### config.mk
export PLATFORM = sky130hd
export DESIGN_NAME = dram_page_ctrl
export DESIGN_NICKNAME = d
export VERILOG_FILES = /design/src/rtl/dram_pkg.sv /design/src/rtl/dram_timer.sv /design/src/rtl/dram_ref_sched.sv /design/src/rtl/dram_seq.sv /design/src/rtl/dram_page_ctrl.sv
export SDC_FILE = /design/constraint.sdc
export NUM_CORES = 1
export LEC_CHECK = 0
export CORE_ASPECT_RATIO = 1.5
export CORE_MARGIN = 10
export CORE_UTILIZATION = 60
export CTS_BUF_LIST = sky130_fd_sc_hd__clkbuf_2
export DETAILED_ROUTE_END_ITERATION = 10
export PLACE_DENSITY = 0.86
export SLEW_MARGIN = 10
export SYNTH_ARGS = -nofsm -noshare
export SYNTH_HDL_FRONTEND = slang
export SYNTH_SLANG_ARGS = --single-unit
### constraint.sdc
create_clock -name clk_i -period 6.2 [get_ports clk_i]
set_input_delay 1.24 -clock clk_i [delete_from_list [all_inputs] [get_ports clk_i]]
set_output_delay 1.24 -clock clk_i [all_outputs]
set_load 0.05 [all_outputs]
### src/rtl/dram_pkg.sv
package dram_pkg;
  typedef enum logic [2:0] {
    S_IDLE, S_ROW, S_RCD, S_COL, S_CAS, S_OPEN, S_CLOSE, S_REF
  } seq_state_e;

  localparam int TM_RC  = 0;
  localparam int TM_RP  = 1;
  localparam int TM_RAS = 2;
  localparam int TM_RCD = 3;
  localparam int TM_PC  = 4;
  localparam int TM_CAC = 5;
  localparam int TM_N   = 6;
endpackage

### src/rtl/dram_timer.sv
module dram_timer #(
  parameter int LIMIT = 4
) (
  input  logic clk_i,
  input  logic rst_ni,
  input  logic start_i,
  output logic ok_o
);
  localparam int CW = $clog2(LIMIT + 1);
  logic [CW-1:0] cnt_q;

  always_ff @(posedge clk_i or negedge rst_ni) begin
    if (!rst_ni)          cnt_q <= '0;
    else if (start_i)     cnt_q <= CW'(LIMIT - 1);
    else if (cnt_q != '0) cnt_q <= cnt_q - 1'b1;
  end

  // next edge may fire LIMIT cycles after start
  assign ok_o = (cnt_q == '0);
endmodule

### src/rtl/dram_ref_sched.sv
module dram_ref_sched #(
  parameter int INTERVAL = 3906,
  parameter int ROW_W    = 9
) (
  input  logic             clk_i,
  input  logic             rst_ni,
  input  logic             ack_i,
  output logic             pend_o,
  output logic [ROW_W-1:0] row_o
);
  localparam int CW = $clog2(INTERVAL);
  logic [CW-1:0] cnt_q;
  logic          tick;

  assign tick = (cnt_q == CW'(INTERVAL - 1));

  always_ff @(posedge clk_i or negedge rst_ni) begin
    if (!rst_ni) begin
      cnt_q  <= '0;
      pend_o <= 1'b0;
      row_o  <= '0;
    end else begin
      cnt_q <= tick ? '0 : cnt_q + 1'b1;
      if (tick)       pend_o <= 1'b1;
      else if (ack_i) pend_o <= 1'b0;
      if (ack_i) row_o <= row_o + 1'b1;
    end
  end
endmodule

### src/rtl/dram_seq.sv
module dram_seq
  import dram_pkg::*;
#(
  parameter int ROW_W  = 9,
  parameter int DATA_W = 8
) (
  input  logic                clk_i,
  input  logic                rst_ni,
  input  logic                req_valid_i,
  input  logic                req_we_i,
  input  logic [2*ROW_W-1:0]  req_addr_i,
  input  logic [DATA_W-1:0]   req_wdata_i,
  output logic                req_ready_o,
  input  logic                ref_pend_i,
  input  logic [ROW_W-1:0]    ref_row_i,
  output logic                ref_ack_o,
  input  logic [TM_N-1:0]     tm_ok_i,
  output logic                ras_fall_o,
  output logic                ras_rise_o,
  output logic                cas_fall_o,
  output logic                ras_no,
  output logic                cas_no,
  output logic                we_no,
  output logic                oe_no,
  output logic [ROW_W-1:0]    addr_o,
  output logic [DATA_W-1:0]   dq_o,
  output logic                dq_oe_o,
  input  logic [DATA_W-1:0]   dq_i,
  output logic                rd_valid_o,
  output logic [DATA_W-1:0]   rd_data_o
);
  seq_state_e        st_q, st_d;
  logic              ras_d, cas_d, we_d, oe_d, den_d, rdv_d, isref_q, isref_d, wr_q, wr_d;
  logic [ROW_W-1:0]  addr_d, row_q, row_d, col_q, col_d, open_q, open_d;
  logic [DATA_W-1:0] wdat_d, rdat_d;
  logic [ROW_W-1:0]  req_row, req_col;

  assign req_row     = req_addr_i[2*ROW_W-1:ROW_W];
  assign req_col     = req_addr_i[ROW_W-1:0];
  assign req_ready_o = !ref_pend_i && (st_q == S_IDLE || st_q == S_OPEN);

  always_comb begin
    st_d = st_q;   ras_d = ras_no; cas_d = cas_no; we_d = we_no; oe_d = oe_no;
    den_d = dq_oe_o; addr_d = addr_o; row_d = row_q; col_d = col_q; wr_d = wr_q;
    wdat_d = dq_o; open_d = open_q; isref_d = isref_q; rdat_d = rd_data_o;
    rdv_d = 1'b0;  ref_ack_o = 1'b0;
    case (st_q)
      S_IDLE: begin
        if (ref_pend_i) begin
          isref_d = 1'b1; addr_d = ref_row_i; st_d = S_ROW;
        end else if (req_valid_i) begin
          row_d = req_row; col_d = req_col; wr_d = req_we_i; wdat_d = req_wdata_i;
          addr_d = req_row; st_d = S_ROW;
        end
      end
      S_ROW: begin
        if (tm_ok_i[TM_RP] && tm_ok_i[TM_RC]) begin
          ras_d = 1'b0;
          if (isref_q) st_d = S_REF;
          else begin open_d = addr_o; st_d = S_RCD; end
        end
      end
      S_REF: begin
        if (tm_ok_i[TM_RAS]) begin
          ras_d = 1'b1; ref_ack_o = 1'b1; isref_d = 1'b0; st_d = S_IDLE;
        end
      end
      S_RCD: begin
        if (tm_ok_i[TM_RCD]) begin
          addr_d = col_q; we_d = ~wr_q; oe_d = wr_q; den_d = wr_q; st_d = S_COL;
        end
      end
      S_COL: begin
        if (tm_ok_i[TM_PC]) begin cas_d = 1'b0; st_d = S_CAS; end
      end
      S_CAS: begin
        if (tm_ok_i[TM_CAC]) begin
          cas_d = 1'b1; we_d = 1'b1; oe_d = 1'b1; den_d = 1'b0;
          rdv_d = ~wr_q;
          if (!wr_q) rdat_d = dq_i;
          st_d = S_OPEN;
        end
      end
      S_OPEN: begin
        if (ref_pend_i) begin
          isref_d = 1'b1; st_d = S_CLOSE;
        end else if (req_valid_i) begin
          row_d = req_row; col_d = req_col; wr_d = req_we_i; wdat_d = req_wdata_i;
          if (req_row == open_q) begin
            addr_d = req_col; we_d = ~req_we_i; oe_d = req_we_i; den_d = req_we_i;
            st_d = S_COL;
          end else begin
            st_d = S_CLOSE;
          end
        end
      end
      S_CLOSE: begin
        if (tm_ok_i[TM_RAS]) begin
          ras_d = 1'b1; addr_d = isref_q ? ref_row_i : row_q; st_d = S_ROW;
        end
      end
      default: st_d = S_IDLE;
    endcase
  end

  assign ras_fall_o = ras_no & ~ras_d;
  assign ras_rise_o = ~ras_no & ras_d;
  assign cas_fall_o = cas_no & ~cas_d;

  always_ff @(posedge clk_i or negedge rst_ni) begin
    if (!rst_ni) begin
      st_q <= S_IDLE; ras_no <= 1'b1; cas_no <= 1'b1; we_no <= 1'b1; oe_no <= 1'b1;
      dq_oe_o <= 1'b0; addr_o <= '0; row_q <= '0; col_q <= '0; wr_q <= 1'b0;
      dq_o <= '0; open_q <= '0; isref_q <= 1'b0; rd_valid_o <= 1'b0; rd_data_o <= '0;
    end else begin
      st_q <= st_d; ras_no <= ras_d; cas_no <= cas_d; we_no <= we_d; oe_no <= oe_d;
      dq_oe_o <= den_d; addr_o <= addr_d; row_q <= row_d; col_q <= col_d; wr_q <= wr_d;
      dq_o <= wdat_d; open_q <= open_d; isref_q <= isref_d; rd_valid_o <= rdv_d;
      rd_data_o <= rdat_d;
    end
  end
endmodule

### src/rtl/dram_page_ctrl.sv
module dram_page_ctrl
  import dram_pkg::*;
#(
  parameter int ROW_W      = 9,
  parameter int DATA_W     = 8,
  parameter int T_RAC      = 15,
  parameter int T_RC       = 28,
  parameter int T_CAC      = 4,
  parameter int T_PC       = 9,
  parameter int T_RP       = 10,
  parameter int REF_PERIOD = 2000000
) (
  input  logic                clk_i,
  input  logic                rst_ni,
  input  logic                req_valid_i,
  output logic                req_ready_o,
  input  logic                req_we_i,
  input  logic [2*ROW_W-1:0]  req_addr_i,
  input  logic [DATA_W-1:0]   req_wdata_i,
  output logic                rd_valid_o,
  output logic [DATA_W-1:0]   rd_data_o,
  output logic                ras_no,
  output logic                cas_no,
  output logic                we_no,
  output logic                oe_no,
  output logic [ROW_W-1:0]    dram_addr_o,
  output logic [DATA_W-1:0]   dq_o,
  output logic                dq_oe_o,
  input  logic [DATA_W-1:0]   dq_i
);
  localparam int T_RCD   = T_RAC - T_CAC;
  localparam int T_RAS   = T_RC - T_RP;
  localparam int REF_INT = REF_PERIOD >> ROW_W;
  localparam int TM_LIM [TM_N] = '{T_RC, T_RP, T_RAS, T_RCD, T_PC, T_CAC};

  logic [TM_N-1:0]  tm_start, tm_ok;
  logic             ras_fall, ras_rise, cas_fall, ref_pend, ref_ack;
  logic [ROW_W-1:0] ref_row;

  assign tm_start[TM_RC]  = ras_fall;
  assign tm_start[TM_RAS] = ras_fall;
  assign tm_start[TM_RCD] = ras_fall;
  assign tm_start[TM_RP]  = ras_rise;
  assign tm_start[TM_PC]  = cas_fall;
  assign tm_start[TM_CAC] = cas_fall;

  for (genvar gi = 0; gi < TM_N; gi++) begin : g_tm
    dram_timer #(.LIMIT(TM_LIM[gi])) u_tm (
      .clk_i, .rst_ni, .start_i(tm_start[gi]), .ok_o(tm_ok[gi])
    );
  end

  dram_ref_sched #(.INTERVAL(REF_INT), .ROW_W(ROW_W)) u_ref (
    .clk_i, .rst_ni, .ack_i(ref_ack), .pend_o(ref_pend), .row_o(ref_row)
  );

  dram_seq #(.ROW_W(ROW_W), .DATA_W(DATA_W)) u_seq (
    .clk_i, .rst_ni, .req_valid_i, .req_we_i, .req_addr_i, .req_wdata_i, .req_ready_o,
    .ref_pend_i(ref_pend), .ref_row_i(ref_row), .ref_ack_o(ref_ack), .tm_ok_i(tm_ok),
    .ras_fall_o(ras_fall), .ras_rise_o(ras_rise), .cas_fall_o(cas_fall),
    .ras_no, .cas_no, .we_no, .oe_no, .addr_o(dram_addr_o), .dq_o, .dq_oe_o, .dq_i,
    .rd_valid_o, .rd_data_o
  );
endmodule

# After elaboration in Yosys (flattened, before gate mapping)
# Cells that the tools add are included.
[totals] mem_bits_ro=0 n_memories=0 latch_bits=0 ramBits=0 register_bits=110 word_cells=162 output_inout_bits=32 in_bits=38
[op_classes] shift=0 n_eq_ne=21 bitwise=10 div=0 n_addsub=8 reduce_logical=36 magnitude_cmp=0 mux=63 n_mul=0
[ops] operator="2-to-1 mux 9 bit" count=8
[ops] operator="2-to-1 mux 3 bit" count=14
[ops] operator="one-hot mux 9 bit (4 select lines)" count=1
[ops] operator="2-to-1 mux 4 bit" count=6
[ops] operator="one-hot mux 3 bit (8 select lines)" count=1
[ops] operator="2-to-1 mux 1 bit" count=22
[ops] operator="2-to-1 mux 5 bit" count=4
[ops] operator="inequality test 2 bit, second input constant" count=8
[ops] operator="nonzero test 2 bit" count=8
[ops] operator="nonzero test 4 bit" count=4
[ops] operator="adder 12 x 1 -> 12 bit, second input constant" count=1
[ops] operator="equality test 12 bit, second input constant" count=1
[ops] operator="equality test 3 bit, second input constant" count=4
[ops] operator="logical NOT 4 bit" count=3
[ops] operator="2-to-1 mux 12 bit" count=1
[ops] operator="AND reduction 3 bit" count=4
[ops] operator="subtractor 4 x 1 -> 4 bit, second input constant" count=3
[ops] operator="logical NOT 5 bit" count=2
[ops] operator="nonzero test 5 bit" count=2
[ops] operator="subtractor 5 x 1 -> 5 bit, second input constant" count=2
[ops] operator="adder 9 x 1 -> 9 bit, second input constant" count=1
[ops] operator="equality test 9 bit" count=1
[ops] operator="one-hot mux 1 bit (3 select lines)" count=3
[ops] operator="AND reduction 8 bit" count=1
[ops] operator="16 further kinds" count=33

# Longest topological paths before layout
# Gate-level depths: netlist (run 1).
[logic_depth] word_depth=7 ltp_mapped=8 mapped_depth_nobuf=7

# Cells and area by module
# From an unflattened synthesis (run 1), not the netlist that was laid out.
[unflattened] cells_unflattened=522 hier_area_um2=5796.8
[modules_own_cells] module="dram_seq" seq_area_each_um2=1581.5 area_per_inst_um2=3400.8 cells_per_inst=299 instances=1
[modules_own_cells] module="dram_ref_sched" seq_area_each_um2=550.5 area_per_inst_um2=1028.5 cells_per_inst=93 instances=1
[modules_own_cells] module="dram_timer (g_tm[0].u_tm)" seq_area_each_um2=125.1 area_per_inst_um2=262.8 cells_per_inst=24 instances=1
[modules_own_cells] module="dram_timer (g_tm[2].u_tm)" seq_area_each_um2=125.1 area_per_inst_um2=257.7 cells_per_inst=26 instances=1
[modules_own_cells] module="dram_timer (g_tm[3].u_tm)" seq_area_each_um2=100.1 area_per_inst_um2=226.5 cells_per_inst=21 instances=1
[modules_own_cells] module="dram_timer (g_tm[1].u_tm)" seq_area_each_um2=100.1 area_per_inst_um2=220.2 cells_per_inst=21 instances=1
[modules_own_cells] module="dram_timer (g_tm[4].u_tm)" seq_area_each_um2=100.1 area_per_inst_um2=219.0 cells_per_inst=21 instances=1
[modules_own_cells] module="dram_timer (g_tm[5].u_tm)" seq_area_each_um2=75.1 area_per_inst_um2=181.4 cells_per_inst=17 instances=1

# Worst setup path before layout (run 1)
# No wires, ideal clock.
[synth_timing] path_type="flip-flop to output port" start="reg u_seq.st_q[2]" end="out req_ready_o" path_slack_ps=2947 t_arrival_ps=2013 required_time_ps=4960 path_buffers=0 path_stages_with_launch=3 cell_sequence="dfrtp_1 -> or2_2 -> a211oi_1"
[synth_between] elab_chain_cells=3 word_cells_on_any_way=4 cone_classes="1 x eq/ne; 3 x reduce/logical"
[synth_rtl] item="start, declared" line_no="dram_seq.sv:32" rtl="seq_state_e st_q, st_d;"
[synth_rtl] item="start signal, assigned" line_no="dram_seq.sv:112" rtl="st_q <= S_IDLE; ras_no <= 1'b1; cas_no <= 1'b1; we_no <= 1'b1; oe_no <= 1'b1;"
[synth_rtl] item="start signal, assigned" line_no="dram_seq.sv:116" rtl="st_q <= st_d; ras_no <= ras_d; cas_no <= cas_d; we_no <= we_d; oe_no <= oe_d;"
[synth_rtl] item="equality test 3 bit or logical NOT 3 bit (tied branches)" line_no="dram_seq.sv:40" rtl="assign req_ready_o = !ref_pend_i && (st_q == S_IDLE || st_q == S_OPEN);"
[synth_rtl] item="logical OR 1 bit (*)" line_no="dram_seq.sv:40"
[synth_rtl] item="logical AND 1 bit (*)" line_no="dram_seq.sv:40"
[synth_rtl] item="end, declared" line_no="dram_page_ctrl.sv:16" rtl="output logic req_ready_o,"
# Mark *: on every way between the ends. The rest lies on a longest branch, timed or not.

# Worst setup path in the final report (run 1)
[layout_timing] start="reg u_seq.st_q[0]" end="out req_ready_o"
# Same word-level chain as after synthesis.

==> summary.md, run 1 <==
| Metric | Value |
|---|---|
| FF-to-FF End | u_seq.addr_o[3] |
| CTS H-Tree Depth | 3 |
| Area leader, netlist | dfrtp_1 |
| Synth async-reset ratio | 100% |
| CTS Sinks | 110 |
| DRC Markers | 0 |
| N_diodes | 0 |
| WL final | 12.5 mm |
| Register bit count reported by yosys | 110 |
| CORE AREA | 9200 µm² |
| Worst setup SP type | flip-flop |
| First-pass GRT wire length | 21.3 mm |
| Post-cts sizing count | 0 |
| Largest net degree at the start of global routing | 67 |
| WP data arrival | 3.17 ns |
| Sw Pwr | 1.41 mW |
| Final nets | 613 |
| Initial antenna violation count | 0 |
| Max-cap viol count | 0 |
| WL per Instance | 18.4 µm |
| Power Density | 502 nW/µm² |
| EDFF count, synth | 0 |
| Initial Utilization | 60.8% |
| Via-to-Cell Ratio | 6.07 |
| Crit share post-route | 71.1% |
| Hold crit path type | reg2reg |
| CTS Buffer Depth | 2 |
| Share of layout cells above drive strength 1 | 18.2% |
| Outcome | finished clean |
| Cells after Synth | 502 |
| R2r setup slk | 3.30 ns |
| RSZ-0062 raised after global routing | false |
| Clk pwr share | 9.9% |
| Final Cell Area | 6430 µm² |
| Sequential-to-total area share from yosys stat | 49.3% |
| Num CTS Buffers | 9 |
| Area delta synth->final | 15.0% |
| Final Critical Period | 4.41 ns |
| Synth Net Count | 553 |
| Die Y | 138 µm |
| Post-route core utilization | 69.9% |
| Slew @ Worst Pin | 1.09 ns |
| Dpl hpwl | 8.90 mm |
| Die ar. | 13,700 µm² |
| Setup TNS | 0 ns |
| Reg2reg path depth | 5 |
| Synth area leaders | dfrtp_1 47%, mux2_2 14%, xor2_1 3.0% |
| Synthesized area | 5590 µm² |
| Commonest cells post-synth | 106 x dfrtp_1, 69 x mux2_2, 41 x nor2_1, 29 x nand2_1, 23 x inv_1 |
| First-pass DRT Iterations | 5 |
| Count leader, synth | dfrtp_1 |
| Worst skew pair latency | 0.60 ns |
| Vias in the first global route | 4,268 |
| Max transition margin | 27.6% |
| Syn avg cell area | 11.1 µm² |
| Leakage | 2.77 nW |
| Routability cong. | 0.806 |
| Clock Skews | 0.0181 ns |
| Via count | 4,121 |
| CTS tree | done |
| DP Area | 6330 µm² |
| Max Clock Freq | 227 MHz |
| Grt ovf | 0 |
| Post-CTS setup buffers | 0 |
| # rows | 43 |
| DRT antenna net count | 0 |
| Clock transition at the registers of the reported paths | 0.26 ns |
| Hold WS | 0.527 ns |
| Final Non-Filler Cells | 679 |
| Flop pwr share | 39.6% |
| Final Hold Fails | 0 |
| Root Buffer | clkbuf_2 |
| Worst r2r src | u_seq.st_q[0] |
| Crit Path Max Fanout | 32 |
| Hold Crit Endpoint | u_seq.cas_no |
| Max Slew Vio Count | 0 |
| Cell variety after synth | 56 |
| Internal power | 1.81 mW |
| Dpl cells | 663 |
| Share of the synthesized area in the top cell type | 47.4% |
| Ys flop type | dfrtp_1 |
| IO buf count | 69 |
| Combinational share of power | 50.5% |
| CP Capture Type | output port |
| Final setup fails | 0 |
| CP Class | reg2out |
| Yosys Warn Count | 0 |
| Hold_sp | u_seq.cas_no |
| Switching share of power | 43.8% |
| Number of DRC markers in iteration 0 | 294 |
| Peak supply drop | 0.312 mV |
| IO Count | 70 |
| Worst hold stages | 2 |
| Fillers | 679 |
| Die Wd | 98.8 µm |
| Req. time, crit path | 4.96 ns |
| Cts-stage hold buffer count | 0 |
| GRT Overall Usage | 18.6% |
[routing by layer]
metal / vias up / part of all wire (%) / GRT usage, % / wire (µm)
met5: - / 0 / 0 / 0
met4: 0 / 1.9 / 6.74 / 235
met3: 22 / 5.1 / 3.29 / 643
met2: 132 / 54 / 33.2 / 6800
met1: 2049 / 39 / 21.3 / 4830
li1: 1918 / - / - / -
[placed cells by master (no fill, tap or decap), drive strengths merged, types with 2 or more instances in the layout]
cell and instances:
nor4b 2, o22ai 6, mux2 69, nor3 14, xor2 19, nor2b 2
or4b 2, buf 2, mux2i 4, clkdlybuf4s50 68, nor4 5, clkbuf 11
xnor2 15, clkinv 3, nand3 7, a31oi 3, or3b 2, nand4 8
dfrtp 106, or2 3, nor2 41, and3 2, a211o 4, a2bb2oi 8
nand2 31, o221ai 14, o21ai 15, dfstp 4, ha 13, a41oi 2
inv 23, or3 7, a211oi 5, a21oi 13, nand2b 13, nand3b 3
o22a 2
[cells by family after synthesis]
group | count (synthesis) | share of synthesized area (%)
simple gates | 148 | 14.1
flops | 110 | 49.3
compound gates | 80 | 10.5
mux | 73 | 14.6
buf+inv | 44 | 3.33
xor+xnor | 34 | 5.33
fa+ha+maj | 13 | 2.91
[final cells by class]
cell class                 count  area, µm²  share of cell area [%]
timing repair buffer          70        696                    10.8
multi-input combinational    348       2650                    41.2
clock buffer                  11       55.1                   0.856
tap                          112        140                    2.18
inverter                      23       86.3                    1.34
sequential                   110       2760                    42.9
clock inverter                 5       50.0                   0.778
[state kept, by name, summed over array words and instances (netlist names)]
name / flops
u_seq.addr_o: 9
u_seq.dq_o: 8
u_seq.isref_q: 1
u_seq.cas_no: 1
u_seq.we_no: 1
u_seq.oe_no: 1
u_seq.open_q: 9
u_ref.pend_o: 1
u_seq.col_q: 9
u_seq.ras_no: 1
u_seq.row_q: 9
u_seq.rd_data_o: 8
u_ref.row_o: 9
u_seq.rd_valid_o: 1
u_seq.dq_oe_o: 1
u_seq.st_q: 3
u_ref.cnt_q: 12
u_seq.wr_q: 1
g_tm.u_tm.cnt_q: 25
[worst max path at each step]
| stage | start | endpoint | slack, ns | depth (start not counted) |
|---|---|---|---|---|
| floorplan | u_seq.st_q[2] | req_ready_o | 2.95 | 2 |
| global placement | req_addr_i[14] | u_seq.addr_o[1] | 2.47 | 6 |
| detailed placement | req_addr_i[14] | u_seq.addr_o[4] | 2.39 | 6 |
| CTS | u_seq.st_q[0] | req_ready_o | 1.78 | 3 |
| global route | u_seq.st_q[0] | req_ready_o | 1.61 | 3 |
| finish | u_seq.st_q[0] | req_ready_o | 1.79 | 3 |
[worst max-delay path, stage by stage (launching register included)]
cell	delay [ns]
dfrtp_1	0.83
or2_2	0.50
a211oi_1	0.36
clkdlybuf4s50_1	0.89
[power by group through the flow]
stage	sequential, mW	clock, mW	combinational [mW]
floorplan	1.50	0	0.942
global placement	1.26	0	1.57
detailed placement	1.28	0	1.63
CTS	1.27	0.327	1.64
global route	1.32	0.350	1.76
finish	1.28	0.319	1.63
[per-stage QoR]
step | total power, mW | setup slack [ns]
2_1_floorplan | 2.44 | 2.95
3_5_place_dp | 2.92 | 2.39
3_3_place_gp | 2.83 | 2.47
6_report | 3.23 | 1.79
5_1_grt | 3.43 | 1.61
4_1_cts | 3.24 | 1.78
Power figures use the tool's default switching activity.
==> inputs of run 2 (changes only) <==
--- a/config.mk
+++ b/config.mk
@@ -7,10 +7,10 @@
 export LEC_CHECK = 0
 export CORE_ASPECT_RATIO = 1.5
 export CORE_MARGIN = 10
-export CORE_UTILIZATION = 60
+export CORE_UTILIZATION = 52
 export CTS_BUF_LIST = sky130_fd_sc_hd__clkbuf_2
 export DETAILED_ROUTE_END_ITERATION = 10
-export PLACE_DENSITY = 0.86
+export PLACE_DENSITY = 0.79
 export SLEW_MARGIN = 10
 export SYNTH_ARGS = -nofsm -noshare
 export SYNTH_HDL_FRONTEND = slang
==> constraint.sdc (replaced) <==
create_clock -name clk_i -period 3.8 [get_ports clk_i]
set_input_delay 0.76 -clock clk_i [delete_from_list [all_inputs] [get_ports clk_i]]
set_output_delay 0.76 -clock clk_i [all_outputs]
set_load 0.05 [all_outputs]
==> summary.md, run 2 (same netlist as run 1, synthesis figures left out) <==
| Metric | Value |
|---|---|
| CP Class | reg2out |
| Fillers | 848 |
| Total power | 5.35 mW |
| Initial Utilization | 53.1% |
| GRT Overall Usage | 16.6% |
| First-pass DRT Iterations | 4 |
| Setup TNS | 0 ns |
| Final Cell Area | 6540 µm² |
| M3 GR Usage | 2.45% |
| CTS H-Tree Depth | 3 |
| WL per Instance | 17.7 µm |
| Leakage | 2.81 nW |
| Clock transition at the registers of the reported paths | 0.27 ns |
| Crit Path Max Fanout | 7 |
| Share of layout cells above drive strength 1 | 18.7% |
| Most used routing layer | met2 |
| Max Slew Vio Count | 0 |
| Vias in the first global route | 4,356 |
| Post-CTS setup buffers | 0 |
| Number of DRC markers in iteration 0 | 195 |
| Via count | 4,095 |
| WP data arrival | 2.68 ns |
| Crit share post-route | 90.7% |
| Max reg flops | 25 |
| Dpl cells | 700 |
| Dpl hpwl | 9.03 mm |
| Top reg by flops | g_tm.u_tm.cnt_q |
| Die ar. | 15,400 µm² |
| # rows | 46 |
| Cts-stage hold buffer count | 0 |
| DP Area | 6420 µm² |
| DRC Markers | 0 |
| GRT met1 Usage | 19.4% |
| Final Critical Period | 3.44 ns |
| Area delta synth->final | 17.0% |
| Final nets | 618 |
| Slew @ Worst Pin | 0.751 ns |
| CORE AREA | 10,500 µm² |
| First-pass GRT wire length | 21.2 mm |
| Initial antenna violation count | 0 |
| Dpl ws | 0.663 ns |
| Worst setup SP type | flip-flop |
| Max-cap viol count | 0 |
| Biggest regs | g_tm.u_tm.cnt_q: 25 flops, u_ref.cnt_q: 12 flops |
| Max Clock Freq | 290 MHz |
| Power Density | 818 nW/µm² |
| IO Count | 70 |
| Most frequent cells in the layout | 106 x dfrtp_1, 69 x mux2_2, 68 x clkdlybuf4s50_1 |
| CTS tree | done |
| Root Buffer | clkbuf_2 |
| Grt ovf | 0 |
| CTS Sinks | 110 |
| IO buf count | 69 |
| Final setup fails | 0 |
| Die Wd | 105 µm |
| Via-to-Cell Ratio | 5.72 |
| Num CTS Buffers | 9 |
| Routability cong. | 0.804 |
| CP Capture Type | output port |
| RSZ-0062 raised after global routing | false |
| CTS Buffer Depth | 2 |
| Post-cts sizing count | 0 |
| Peak supply drop | 0.470 mV |
| N_diodes | 0 |
| Outcome | finished clean |
| Post-route core utilization | 62.1% |
| Leading cell type in the layout, fill and taps excluded | dfrtp_1 |
| Final Hold Fails | 0 |
| WL final | 12.7 mm |
| Clock Skews | 0.0139 ns |
| Largest net degree at the start of global routing | 111 |
| Hold WS | 0.157 ns |
| Hold crit path type | in2async |
| M2 GR Usage | 28.8% |
| DRT antenna net count | 0 |
| Die Y | 147 µm |
| Max transition margin | 49.7% |
| Final Non-Filler Cells | 716 |
| Final worst setup slack | 0.355 ns |
| Req. time, crit path | 3.04 ns |
| Worst skew pair latency | 0.60 ns |
[run 2: cell count changes in the layout (fill, tap and decap cells not counted)]
cell	delta
buf_4	+4
buf_12	+1
bufinv_16	+1
clkbuf_2	-1
clkinv_1	+1
clkinvlp_4	-1
[run 2: critical path, stage by stage, from the launching register on]
cell	delay, ns
dfrtp_1	0.51
or2_2	0.33
a211oi_1	0.37
clkdlybuf4s50_1	0.89
[run 2: final timing paths]
kind                                         end                   from  slack [ns]  cells past startpoint
setup / recovery                     req_ready_o          u_seq.st_q[0]        0.36                      3
hold / removal             g_tm[1].u_tm.cnt_q[3]                 rst_ni        0.16                      2
setup reg to reg                 u_seq.addr_o[0]  g_tm[2].u_tm.cnt_q[0]        1.21                      7
hold reg to reg                   u_ref.cnt_q[5]         u_ref.cnt_q[5]        0.53                      1
max in group asynchronous  g_tm[4].u_tm.cnt_q[0]                 rst_ni        3.17                      2
min in group clk_i                u_ref.cnt_q[5]         u_ref.cnt_q[5]        0.53                      1
[run 2: cell type report]
| class | count | area, µm² | share of cell area, % |
|---|---|---|---|
| Clock buffer | 10 | 50.0 | 0.765 |
| Clock inverter | 6 | 76.3 | 1.17 |
| Inverter | 23 | 86.3 | 1.32 |
| Multi-Input combinational cell | 348 | 2650 | 40.5 |
| Sequential cell | 110 | 2760 | 42.1 |
| Tap cell | 144 | 180 | 2.75 |
| Timing Repair Buffer | 75 | 746 | 11.4 |
[run 2: where the power goes]
| part | leakage, nW | internal, mW | switching, mW |
|---|---|---|---|
| registers | 1.35 | 1.63 | 0.317 |
| clock network | 0.0784 | 0.213 | 0.379 |
| logic | 1.38 | 1.19 | 1.62 |
| total | 2.81 | 3.04 | 2.31 |
[run 2: per-layer routing]
layer | vias to the layer above | wire length, µm
met4 | 0 | 384
met2 | 91 | 6700
li1 | 1933 | -
met5 | - | 0
met3 | 32 | 422
met1 | 2039 | 5170
